**src/rtl/reuse_cs_pkg.sv**
```systemverilog
package reuse_cs_pkg;
  typedef enum logic {
    MODE_SCORE    = 1'b0,
    MODE_NEXT_USE = 1'b1
  } repl_mode_e;
endpackage

```
**src/rtl/rcs_slot.sv**
```systemverilog
module rcs_slot #(
  parameter int DEST_W  = 8,
  parameter int IDX_W   = 16,
  parameter int SCORE_W = 16,
  parameter int MAX_BIN = 6
) (
  input  logic               clk_i,
  input  logic               rst_ni,
  input  logic [IDX_W-1:0]   cur_idx_i,
  input  logic [DEST_W-1:0]  req_dest_i,
  input  logic               hit_i,
  input  logic               fill_i,
  input  logic               pred_we_i,
  input  logic [IDX_W-1:0]   pred_dist_i,
  input  logic               pred_conf_i,
  output logic               valid_o,
  output logic               match_o,
  output logic [SCORE_W-1:0] score_o,
  output logic [IDX_W:0]     next_use_key_o
);
  localparam int WGT_W = MAX_BIN + 1;
  localparam logic [IDX_W:0] SPAN = (IDX_W+1)'(1) << MAX_BIN;

  logic               valid_q;
  logic [DEST_W-1:0]  tag_q;
  logic [SCORE_W-1:0] score_q;
  logic [IDX_W-1:0]   last_q;
  logic [IDX_W-1:0]   pred_q;
  logic               conf_q;

  logic [IDX_W-1:0]   gap;
  logic [IDX_W:0]     wgt_full;
  logic [WGT_W-1:0]   wgt;
  logic [SCORE_W:0]   score_sum;
  logic [SCORE_W-1:0] score_next;
  logic [IDX_W:0]     eta_sum;
  logic [IDX_W:0]     cur_ext;
  logic [IDX_W:0]     last_ext;

  // requests strictly between two uses
  assign gap        = (cur_idx_i > last_q) ? (cur_idx_i - last_q - IDX_W'(1)) : '0;
  assign wgt_full   = ({1'b0, gap} >= SPAN) ? '0 : (SPAN - {1'b0, gap});
  assign wgt        = WGT_W'(wgt_full);
  assign score_sum  = {1'b0, score_q} + (SCORE_W+1)'(wgt);
  assign score_next = score_sum[SCORE_W] ? '1 : score_sum[SCORE_W-1:0];

  assign cur_ext  = {1'b0, cur_idx_i};
  assign last_ext = {1'b0, last_q};
  assign eta_sum  = last_ext + {1'b0, pred_q};

  always_comb begin
    if (conf_q && (eta_sum >= cur_ext)) next_use_key_o = eta_sum - cur_ext;
    else                                next_use_key_o = cur_ext - last_ext;
  end

  assign valid_o = valid_q;
  assign match_o = valid_q && (tag_q == req_dest_i);
  assign score_o = score_q;

  always_ff @(posedge clk_i or negedge rst_ni) begin
    if (!rst_ni) begin
      valid_q <= 1'b0;
      tag_q   <= '0;
      score_q <= '0;
      last_q  <= '0;
      pred_q  <= '0;
      conf_q  <= 1'b0;
    end else if (fill_i) begin
      valid_q <= 1'b1;
      tag_q   <= req_dest_i;
      score_q <= '0;
      last_q  <= cur_idx_i;
      pred_q  <= '0;
      conf_q  <= 1'b0;
    end else begin
      if (hit_i) begin
        score_q <= score_next;
        last_q  <= cur_idx_i;
      end
      if (pred_we_i) begin
        pred_q <= pred_dist_i;
        conf_q <= pred_conf_i;
      end
    end
  end
endmodule

```
**src/rtl/rcs_pick.sv**
```systemverilog
module rcs_pick #(
  parameter int N        = 8,
  parameter int KEY_W    = 16,
  parameter int SLOT_W   = 3,
  parameter bit FIND_MAX = 1'b0
) (
  input  logic [N-1:0][KEY_W-1:0] keys_i,
  output logic [SLOT_W-1:0]       idx_o
);
  logic [KEY_W-1:0] best_key;

  // strict compare keeps the lowest index on ties
  always_comb begin
    best_key = keys_i[0];
    idx_o    = '0;
    for (int i = 1; i < N; i++) begin
      if (FIND_MAX ? (keys_i[i] > best_key) : (keys_i[i] < best_key)) begin
        best_key = keys_i[i];
        idx_o    = SLOT_W'(i);
      end
    end
  end
endmodule

```
**src/rtl/reuse_circuit_set.sv**
```systemverilog
module reuse_circuit_set
  import reuse_cs_pkg::*;
#(
  parameter int NUM_SLOTS = 8,
  parameter int DEST_W    = 8,
  parameter int IDX_W     = 16,
  parameter int SCORE_W   = 16,
  parameter int MAX_BIN   = 6,
  parameter int SLOT_W    = (NUM_SLOTS > 1) ? $clog2(NUM_SLOTS) : 1
) (
  input  logic              clk_i,
  input  logic              rst_ni,
  input  logic              req_valid_i,
  input  logic [DEST_W-1:0] req_dest_i,
  input  logic              mode_i,
  input  logic              pred_we_i,
  input  logic [SLOT_W-1:0] pred_slot_i,
  input  logic [IDX_W-1:0]  pred_dist_i,
  input  logic              pred_conf_i,
  output logic              resp_valid_o,
  output logic              hit_o,
  output logic              fill_o,
  output logic              evict_o,
  output logic [SLOT_W-1:0] slot_o
);
  localparam int KEY_W = IDX_W + 1;

  logic [IDX_W-1:0]                    cur_idx_q;
  logic [NUM_SLOTS-1:0]                slot_valid;
  logic [NUM_SLOTS-1:0]                slot_match;
  logic [NUM_SLOTS-1:0][SCORE_W-1:0]   score_keys;
  logic [NUM_SLOTS-1:0][KEY_W-1:0]     next_use_keys;
  logic [NUM_SLOTS-1:0]                hit_vec;
  logic [NUM_SLOTS-1:0]                fill_vec;
  logic [NUM_SLOTS-1:0]                pred_vec;

  logic              any_hit;
  logic [SLOT_W-1:0] hit_idx;
  logic [SLOT_W-1:0] empty_idx;
  logic              all_full;
  logic [SLOT_W-1:0] min_score_idx;
  logic [SLOT_W-1:0] max_key_idx;
  logic [SLOT_W-1:0] victim_idx;
  logic [SLOT_W-1:0] fill_idx;
  repl_mode_e        mode;

  assign mode = repl_mode_e'(mode_i);

  for (genvar g = 0; g < NUM_SLOTS; g++) begin : g_slot
    rcs_slot #(
      .DEST_W (DEST_W),
      .IDX_W  (IDX_W),
      .SCORE_W(SCORE_W),
      .MAX_BIN(MAX_BIN)
    ) u_slot (
      .clk_i         (clk_i),
      .rst_ni        (rst_ni),
      .cur_idx_i     (cur_idx_q),
      .req_dest_i    (req_dest_i),
      .hit_i         (hit_vec[g]),
      .fill_i        (fill_vec[g]),
      .pred_we_i     (pred_vec[g]),
      .pred_dist_i   (pred_dist_i),
      .pred_conf_i   (pred_conf_i),
      .valid_o       (slot_valid[g]),
      .match_o       (slot_match[g]),
      .score_o       (score_keys[g]),
      .next_use_key_o(next_use_keys[g])
    );
  end

  rcs_pick #(
    .N       (NUM_SLOTS),
    .KEY_W   (SCORE_W),
    .SLOT_W  (SLOT_W),
    .FIND_MAX(1'b0)
  ) u_pick_score (
    .keys_i(score_keys),
    .idx_o (min_score_idx)
  );

  rcs_pick #(
    .N       (NUM_SLOTS),
    .KEY_W   (KEY_W),
    .SLOT_W  (SLOT_W),
    .FIND_MAX(1'b1)
  ) u_pick_next_use (
    .keys_i(next_use_keys),
    .idx_o (max_key_idx)
  );

  // tags are unique, so at most one match
  always_comb begin
    any_hit = |slot_match;
    hit_idx = '0;
    for (int i = 0; i < NUM_SLOTS; i++) begin
      if (slot_match[i]) hit_idx = SLOT_W'(i);
    end
  end

  always_comb begin
    all_full  = &slot_valid;
    empty_idx = '0;
    for (int i = NUM_SLOTS - 1; i >= 0; i--) begin
      if (!slot_valid[i]) empty_idx = SLOT_W'(i);
    end
  end

  assign victim_idx = (mode == MODE_NEXT_USE) ? max_key_idx : min_score_idx;
  assign fill_idx   = all_full ? victim_idx : empty_idx;

  always_comb begin
    for (int i = 0; i < NUM_SLOTS; i++) begin
      hit_vec[i]  = req_valid_i && any_hit && (hit_idx == SLOT_W'(i));
      fill_vec[i] = req_valid_i && !any_hit && (fill_idx == SLOT_W'(i));
      pred_vec[i] = pred_we_i && (pred_slot_i == SLOT_W'(i));
    end
  end

  always_ff @(posedge clk_i or negedge rst_ni) begin
    if (!rst_ni) begin
      cur_idx_q <= '0;
    end else if (req_valid_i && (cur_idx_q != '1)) begin
      cur_idx_q <= cur_idx_q + IDX_W'(1);
    end
  end

  always_ff @(posedge clk_i or negedge rst_ni) begin
    if (!rst_ni) begin
      resp_valid_o <= 1'b0;
      hit_o        <= 1'b0;
      fill_o       <= 1'b0;
      evict_o      <= 1'b0;
      slot_o       <= '0;
    end else begin
      resp_valid_o <= req_valid_i;
      hit_o        <= req_valid_i && any_hit;
      fill_o       <= req_valid_i && !any_hit;
      evict_o      <= req_valid_i && !any_hit && all_full;
      slot_o       <= req_valid_i ? (any_hit ? hit_idx : fill_idx) : slot_o;
    end
  end
endmodule

```
**config.mk**
```make
export PLATFORM = sky130hd
export DESIGN_NAME = reuse_circuit_set
export DESIGN_NICKNAME = d
export VERILOG_FILES = /design/src/rtl/reuse_cs_pkg.sv /design/src/rtl/rcs_slot.sv /design/src/rtl/rcs_pick.sv /design/src/rtl/reuse_circuit_set.sv
export SDC_FILE = /design/constraint.sdc
export NUM_CORES = 2
export LEC_CHECK = 0
export BUFFER_PORTS_ARGS = -buffer_cell sky130_fd_sc_hd__buf_2
export CAP_MARGIN = 20
export CORE_UTILIZATION = 60
export CTS_CLUSTER_SIZE = 14
export DETAILED_ROUTE_END_ITERATION = 8
export GPL_TIMING_DRIVEN = 0
export PLACE_DENSITY_LB_ADDON = 0.12
export REMOVE_ABC_BUFFERS = 1
export SLEW_MARGIN = 20
export SYNTH_ARGS = -nofsm -noshare
export SYNTH_HDL_FRONTEND = slang
export SYNTH_SLANG_ARGS = --single-unit
```
**constraint.sdc**
```tcl
create_clock -name clk_i -period 20 [get_ports clk_i]
set_clock_uncertainty 0.15 [all_clocks]
set_input_delay 0 -clock clk_i [delete_from_list [all_inputs] [get_ports clk_i]]
set_output_delay 0 -clock clk_i [all_outputs]
set_load 0.05 [all_outputs]
```
**Word level (Yosys, flattened, before mapping)**

Index checks and enable logic that the tools add are counted.

- Bits in registers: 487
- Bits of input ports: 33
- Logic and storage cells: 385

- Add/sub/neg operators: 57
- $lt $le $gt $ge: 38
- Equal/unequal tests: 30
- Muxes and demuxes: 140
- Reduce and logical (&&, ||, !) cells: 66

Operators by type and width:

| kind | number |
|---|---|
| two-way mux 16 bit | 70 |
| two-way mux 17 bit | 14 |
| adder 16 x 16 -> 17 bit | 8 |
| adder 16 x 7 -> 17 bit | 8 |
| greater-or-equal comparator 17 x 16 -> 1 bit | 8 |
| subtractor 16 x 16 -> 17 bit | 8 |
| subtractor 17 x 16 -> 17 bit | 8 |
| greater-or-equal comparator 16 x 7 -> 1 bit (second input constant) | 8 |
| > comparator 16 bit | 8 |
| subtractor 16 x 1 -> 16 bit (second input constant) | 8 |
| subtractor 16 bit | 8 |
| > comparator 17 bit | 7 |
| < comparator 16 bit | 7 |
| two-way mux 3 bit | 23 |
| equality test 8 bit | 8 |
| two-way mux 7 bit | 8 |
| subtractor 7 bit (first input constant) | 8 |
| logical AND 1 bit | 44 |
| equality test 3 bit (second input constant) | 12 |
| nonzero test 2 bit | 16 |
| two-way mux 1 bit | 19 |
| equality test 3 x 2 -> 1 bit (second input constant) | 6 |
| adder 16 x 1 -> 16 bit (second input constant) | 1 |
| inequality test 16 bit (second input constant) | 1 |
| 6 further kinds | 15 |

**Depth between registers and ports, before layout**

- Depth in word-level cells: 23
- Depth in mapped cells: 110

**By module**

From an unflattened synthesis, not the netlist that was laid out.

- Cells, all modules: 7116
- Area total of the unflattened synthesis: 57755.4 um2

Modules (own cells, without submodules):

| module | times used | cells each | area an instance (um2) | seq. area each (um2) |
|---|---|---|---|---|
| rcs_slot at g_slot[2].u_slot ... | 4 | 714 | 5810.6 | 1451.4 |
| rcs_slot at g_slot[7].u_slot | 1 | 735 | 6155.9 | 1451.4 |
| rcs_slot at g_slot[0].u_slot | 1 | 727 | 5978.2 | 1451.4 |
| rcs_slot at g_slot[1].u_slot | 1 | 710 | 5921.9 | 1451.4 |
| rcs_slot at g_slot[6].u_slot | 1 | 679 | 5793.1 | 1451.4 |
| rcs_pick at u_pick_next_use | 1 | 651 | 4842.1 | 0.0 |
| rcs_pick at u_pick_score | 1 | 585 | 4305.4 | 0.0 |
| reuse_circuit_set | 1 | 173 | 1516.5 | 575.6 |

**Worst setup path after synthesis**

No wires, ideal clock.

- Path type: register to register
- Start point: register cur_idx_q[1]
- End point: register g_slot[2].u_slot.last_q[9]
- Setup time: 0.087 ns
- Arrival time: 20.430 ns
- Data required time: 19.763 ns
- Path slack: -0.668 ns
- Cell stages (with the launch flop): 86
- Path buffers: 12
- Period minus slack after synthesis: 20.668 ns
- Cell sequence: dfrtp_1 > clkinv_1 > ha_1 > nor2b_1 > o21a_1 > o21ai_0 > a211oi_1 > or2_2 > o31ai_1 > a31oi_1 > buf_2 > o32ai_1 > inv_1 > ha_1 > nand4_1 > nor2b_1 > or4b_2 > o21ai_0 > [50 not listed] > a21oi_1 > nor2_1 > clkbuf_1 > mux2_2 > ha_1 > nand3_1 > or4_1 > o22a_1 > o21ai_0 > o41ai_2 > a32o_2 > a2111oi_0 > nor2b_1 > buf_2 > or2_1 > buf_6 > buf_6 > mux2i_1

- Cells in the longest elaborated chain, start to end: 22

Ends and longest elaborated chain:

| what | RTL line | RTL |
|---|---|---|
| start, declared | reuse_circuit_set.sv:28 | `logic [IDX_W-1:0] cur_idx_q;` |
| start signal, assigned | reuse_circuit_set.sv:124 | `cur_idx_q <= cur_idx_q + IDX_W'(1);` |
| greater-or-equal comparator 17 x 16 -> 1 bit | rcs_slot.sv:52 | `if (conf_q && (eta_sum >= cur_ext)) next_use_key_o = eta_sum - cur_ext;` |
| logical AND 1 bit | rcs_slot.sv:52 |  |
| two-way mux 17 bit | rcs_slot.sv:52 |  |
| > comparator 17 bit | rcs_pick.sv:17 | `if (FIND_MAX ? (keys_i[i] > best_key) : (keys_i[i] < best_key)) begin` |
| two-way mux 17 bit | rcs_pick.sv:17 |  |
| > comparator 17 bit | rcs_pick.sv:17 |  |
| two-way mux 17 bit | rcs_pick.sv:17 |  |
| > comparator 17 bit | rcs_pick.sv:17 |  |
| [6 not listed] | - |  |
| two-way mux 17 bit | rcs_pick.sv:17 |  |
| > comparator 17 bit | rcs_pick.sv:17 |  |
| two-way mux 3 bit (*) | rcs_pick.sv:17 |  |
| two-way mux 3 bit (*) | reuse_circuit_set.sv:109 | `assign victim_idx = (mode == MODE_NEXT_USE) ? max_key_idx : min_score_idx;` |
| two-way mux 3 bit (*) | reuse_circuit_set.sv:110 | `assign fill_idx = all_full ? victim_idx : empty_idx;` |
| equality test 3 x 2 -> 1 bit (*) | reuse_circuit_set.sv:115 | `fill_vec[i] = req_valid_i && !any_hit && (fill_idx == SLOT_W'(i));` |
| logical AND 1 bit (*) | reuse_circuit_set.sv:115 |  |
| two-way mux 16 bit or nonzero test 2 bit (tied branches) | - |  |
| end signal, assigned | rcs_slot.sv:72 | `last_q <= cur_idx_i;` |
| end signal, assigned | rcs_slot.sv:78 | `last_q <= cur_idx_i;` |
| end, declared | rcs_slot.sv:27 | `logic [IDX_W-1:0] last_q;` |

Every way passes the cells marked *; elsewhere a longest branch is shown, timed or not.
A chain may end at the register's enable or synchronous reset.

**Worst setup path in the final report**

- Start point: register g_slot[1].u_slot.last_q[1]
- End point: register g_slot[7].u_slot.last_q[9]

- Cells in the longest elaborated chain, start to end: 23

Ends and longest elaborated chain:

| what | RTL line | RTL |
|---|---|---|
| start, declared | rcs_slot.sv:27 |  |
| start signal, assigned | rcs_slot.sv:72 |  |
| start signal, assigned | rcs_slot.sv:78 |  |
| adder 16 x 16 -> 17 bit | rcs_slot.sv:49 | `assign eta_sum = last_ext + {1'b0, pred_q};` |
| greater-or-equal comparator 17 x 16 -> 1 bit | rcs_slot.sv:52 |  |
| logical AND 1 bit | rcs_slot.sv:52 |  |
| two-way mux 17 bit (*) | rcs_slot.sv:52 |  |
| > comparator 17 bit | rcs_pick.sv:17 |  |
| two-way mux 17 bit | rcs_pick.sv:17 |  |
| > comparator 17 bit | rcs_pick.sv:17 |  |
| two-way mux 17 bit | rcs_pick.sv:17 |  |
| [7 not listed] | - |  |
| two-way mux 17 bit | rcs_pick.sv:17 |  |
| > comparator 17 bit | rcs_pick.sv:17 |  |
| two-way mux 3 bit (*) | rcs_pick.sv:17 |  |
| two-way mux 3 bit (*) | reuse_circuit_set.sv:109 |  |
| two-way mux 3 bit (*) | reuse_circuit_set.sv:110 |  |
| equality test 3 bit (*) | reuse_circuit_set.sv:115 |  |
| logical AND 1 bit (*) | reuse_circuit_set.sv:115 |  |
| two-way mux 16 bit or nonzero test 2 bit (tied branches) | - |  |
| end signal, assigned | rcs_slot.sv:72 |  |
| end signal, assigned | rcs_slot.sv:78 |  |
| end, declared | rcs_slot.sv:27 |  |

Marks and branches as above.

==> results.sh <==
export IMPL_overflow=0
export IMPL_maxCapViolCount=0
export IMPL_antenna_found_initial=6
export IMPL_tns_ps=0
export IMPL_ant_nets=0
export IMPL_grt_pass1_wl_um=274000
export IMPL_core_area_mm2=0.0884
export IMPL_slowest_stage="mux2i_1"
export IMPL_place_gp_congestion=1.01
export IMPL_synth_edff_count=0
export IMPL_ys_flop_type="dfrtp_1"
export IMPL_synthMostInstantiatedCell="nand2_1"
export IMPL_fin_crit_sh_pct=99.4
export IMPL_cts_tree="built"
export IMPL_die_w_um=301
export IMPL_slew_viol_final=0
export IMPL_cp_start_kind="register"
export IMPL_fin_area_mm2=0.0603
export IMPL_fmax_mhz=50.3
export IMPL_area_growth_pct=12.7
export IMPL_synth_top_area_share_pct=22.8
export IMPL_finish_utilization_pct=68.2
export IMPL_multiInputGateArea_mm2=0.0400
export IMPL_max_slew_margin_rel_pct=4.84
export IMPL_outcome="completed"
export IMPL_fin_cells=7937
export IMPL_synth_area_leader_cell="dfrtp_1"
export IMPL_drive_gt1_share_pct=10.9
export IMPL_nFillCells=7324
export IMPL_drt_pre_antenna_iters=8
export IMPL_ys_seq_area_share_pct=22.8
export IMPL_setup_viol=0
export IMPL_syn_inst=6652
export IMPL_hold_path_class="in -> reg"
export IMPL_wl_per_cell_um=23.4
export IMPL_clockRootBuffer="clkbuf_16"
export IMPL_critPathMaxStageDelay_ps=630
export IMPL_wl_um=186000
export IMPL_cts_sinks=487
export IMPL_io_pins=40
export IMPL_yosys_register_bits=487
export IMPL_antenna_cells=0
export IMPL_worstMarginPinSlew_ps=1410
export IMPL_ys_async_sr_fraction_pct=100
export IMPL_final_nets=7481
export IMPL_start_util_pct=60.5
export IMPL_fp_dieH_um=301
export IMPL_synth_area_mm2=0.0535
export IMPL_synth_top_cells_by_count="nand2_1, ha_1, a21oi_1"
export IMPL_ys_top_cells_by_area="dfrtp_1, ha_1, xnor2_1"
export IMPL_final_min_clock_period_ps=19880
export IMPL_cp_required_ps=20430
export IMPL_drt_iter0_drc=4931
export IMPL_post_dp_cell_area_mm2=0.0550
export IMPL_hpwl_um=134000
export IMPL_hold_viol_final=0
export IMPL_crit_type="reg -> reg"
export IMPL_syn_avg_cell_area_um2=8.04
export IMPL_grt_usage_pct=39.6
export IMPL_endpoint_kind="register"
export IMPL_grt_pass1_vias=46860
export IMPL_place_inst=7640
export IMPL_die_area_mm2=0.0903
export IMPL_rows=109
export IMPL_htreeDepth=2
export IMPL_cts_buffers=60
export IMPL_cts_max_path_buffers=3
export IMPL_rsz0062_at_grt="yes"
export IMPL_portBuffers=39
export IMPL_clock_latency_ps=720
export IMPL_drc=0
export IMPL_synth_warnings=0
export IMPL_clk_pin_slew_ps=60
export IMPL_critPathMaxFanout=12
export IMPL_synth_cell_types=98
export IMPL_cp_arrival_ps=20310
export IMPL_grt_max_degree=101
export IMPL_cp_common_cell="a21oi_2"
export IMPL_seq_area_mm2=0.0122
export IMPL_viasPerCell=6.34
export IMPL_dr_total_vias=50318
[kinds of logic (layout without fill, tap and decap cells)]
kind of cell               Yosys count  in the layout  synth area share [%]
AOI/OAI and AO/OA                 1838           1839                  21.2
xor gates and xnor gates           594            594                  9.73
adders and majority gates          721            721                  17.4
buffers and inverters              742            852                  5.44
DFF                                487            487                  22.8
muxes                              342            342                  6.67
and+or+nand+nor                   1928           1937                  16.7
[per-stage QoR]
step / hold WS, ps / worst slack [ps]
floorplan: -446 / -3420
global placement: 246 / -13270
detailed placement: -145 / -5230
CTS: 41.1 / 5.84
global route: 73.0 / -293
finish: 79.7 / 124
[sequential cells by signal (all words and copies together) (netlist names)]
register,flops
g_slot.u_slot.conf_q,8
slot_o,3
resp_valid_o,1
cur_idx_q,16
evict_o,1
g_slot.u_slot.tag_q,64
fill_o,1
g_slot.u_slot.last_q,128
g_slot.u_slot.score_o,128
hit_o,1
g_slot.u_slot.valid_o,8
g_slot.u_slot.pred_q,128
[critical path, delay by kind of cell, from the launching register on]
kind | cells | cell delay, ps
xor+xnor | 1 | 90
simple gates | 28 | 4130
buf+inv | 11 | 1570
mux | 2 | 940
fa+ha+maj | 9 | 2710
flops | 1 | 400
compound gates | 47 | 9720
[layout make-up]
cell class | instances | share of cell area [%]
Clock inverter | 30 | 0.728
Tap cell | 1165 | 2.42
Clock buffer | 77 | 2.73
Sequential cell | 487 | 20.2
Inverter | 482 | 3.02
Multi-Input combinational cell | 5433 | 66.3
Timing Repair Buffer | 263 | 4.52
[metal layers]
metal  up-vias  global-route usage, %  part of all wire [%]
met3       443                   5.45                   8.5
met2      2002                   60.2                    43
met4         0                   23.4                   6.8
met5         -                      0                     0
li1      23797                      -                     -
met1     24076                   53.6                    42
[final timing paths]
kind | startpoint | endpoint | slack [ps] | cells past startpoint
worst max-delay path | g_slot[1].u_slot.last_q[1] | g_slot[7].u_slot.last_q[9] | 120 | 98
worst min-delay path | req_valid_i | resp_valid_o | 80 | 2
worst max register to register | g_slot[1].u_slot.last_q[1] | g_slot[7].u_slot.last_q[9] | 120 | 98
worst min register to register | g_slot[3].u_slot.tag_q[6] | g_slot[3].u_slot.tag_q[6] | 360 | 1
max in group asynchronous | rst_ni | g_slot[3].u_slot.tag_q[3] | 18450 | 5
min in group asynchronous | rst_ni | g_slot[0].u_slot.score_o[1] | 370 | 4
[cells in the final DEF (no fill, tap or decap), types with 66 or more instances in the layout]
cell and count:
a211oi_1 66, a21o_1 182, a21oi_1 649, buf_4 112, dfrtp_1 474, ha_1 657, inv_1 461, mux2_2 106
mux2i_1 208, nand2_1 695, nand3_1 146, nand4_1 114, nor2_1 421, nor2b_1 88, nor3_1 132, o21a_1 98
o21ai_0 361, o21bai_1 80, xnor2_1 421, xor2_1 173
[timing repair]
item	4_1_cts	5_1_grt
pin swaps	33	114
endpoints found under the setup margin	467	467
gates resized for setup	105	196
hold buffers	40	0
setup buffers	57	76
gates cloned	8	7
hold endpoints to repair	525	0
Power is left out: the tool's default activity adds up to more than one toggle a clock period on the data nets, which glitch-free logic cannot reach.
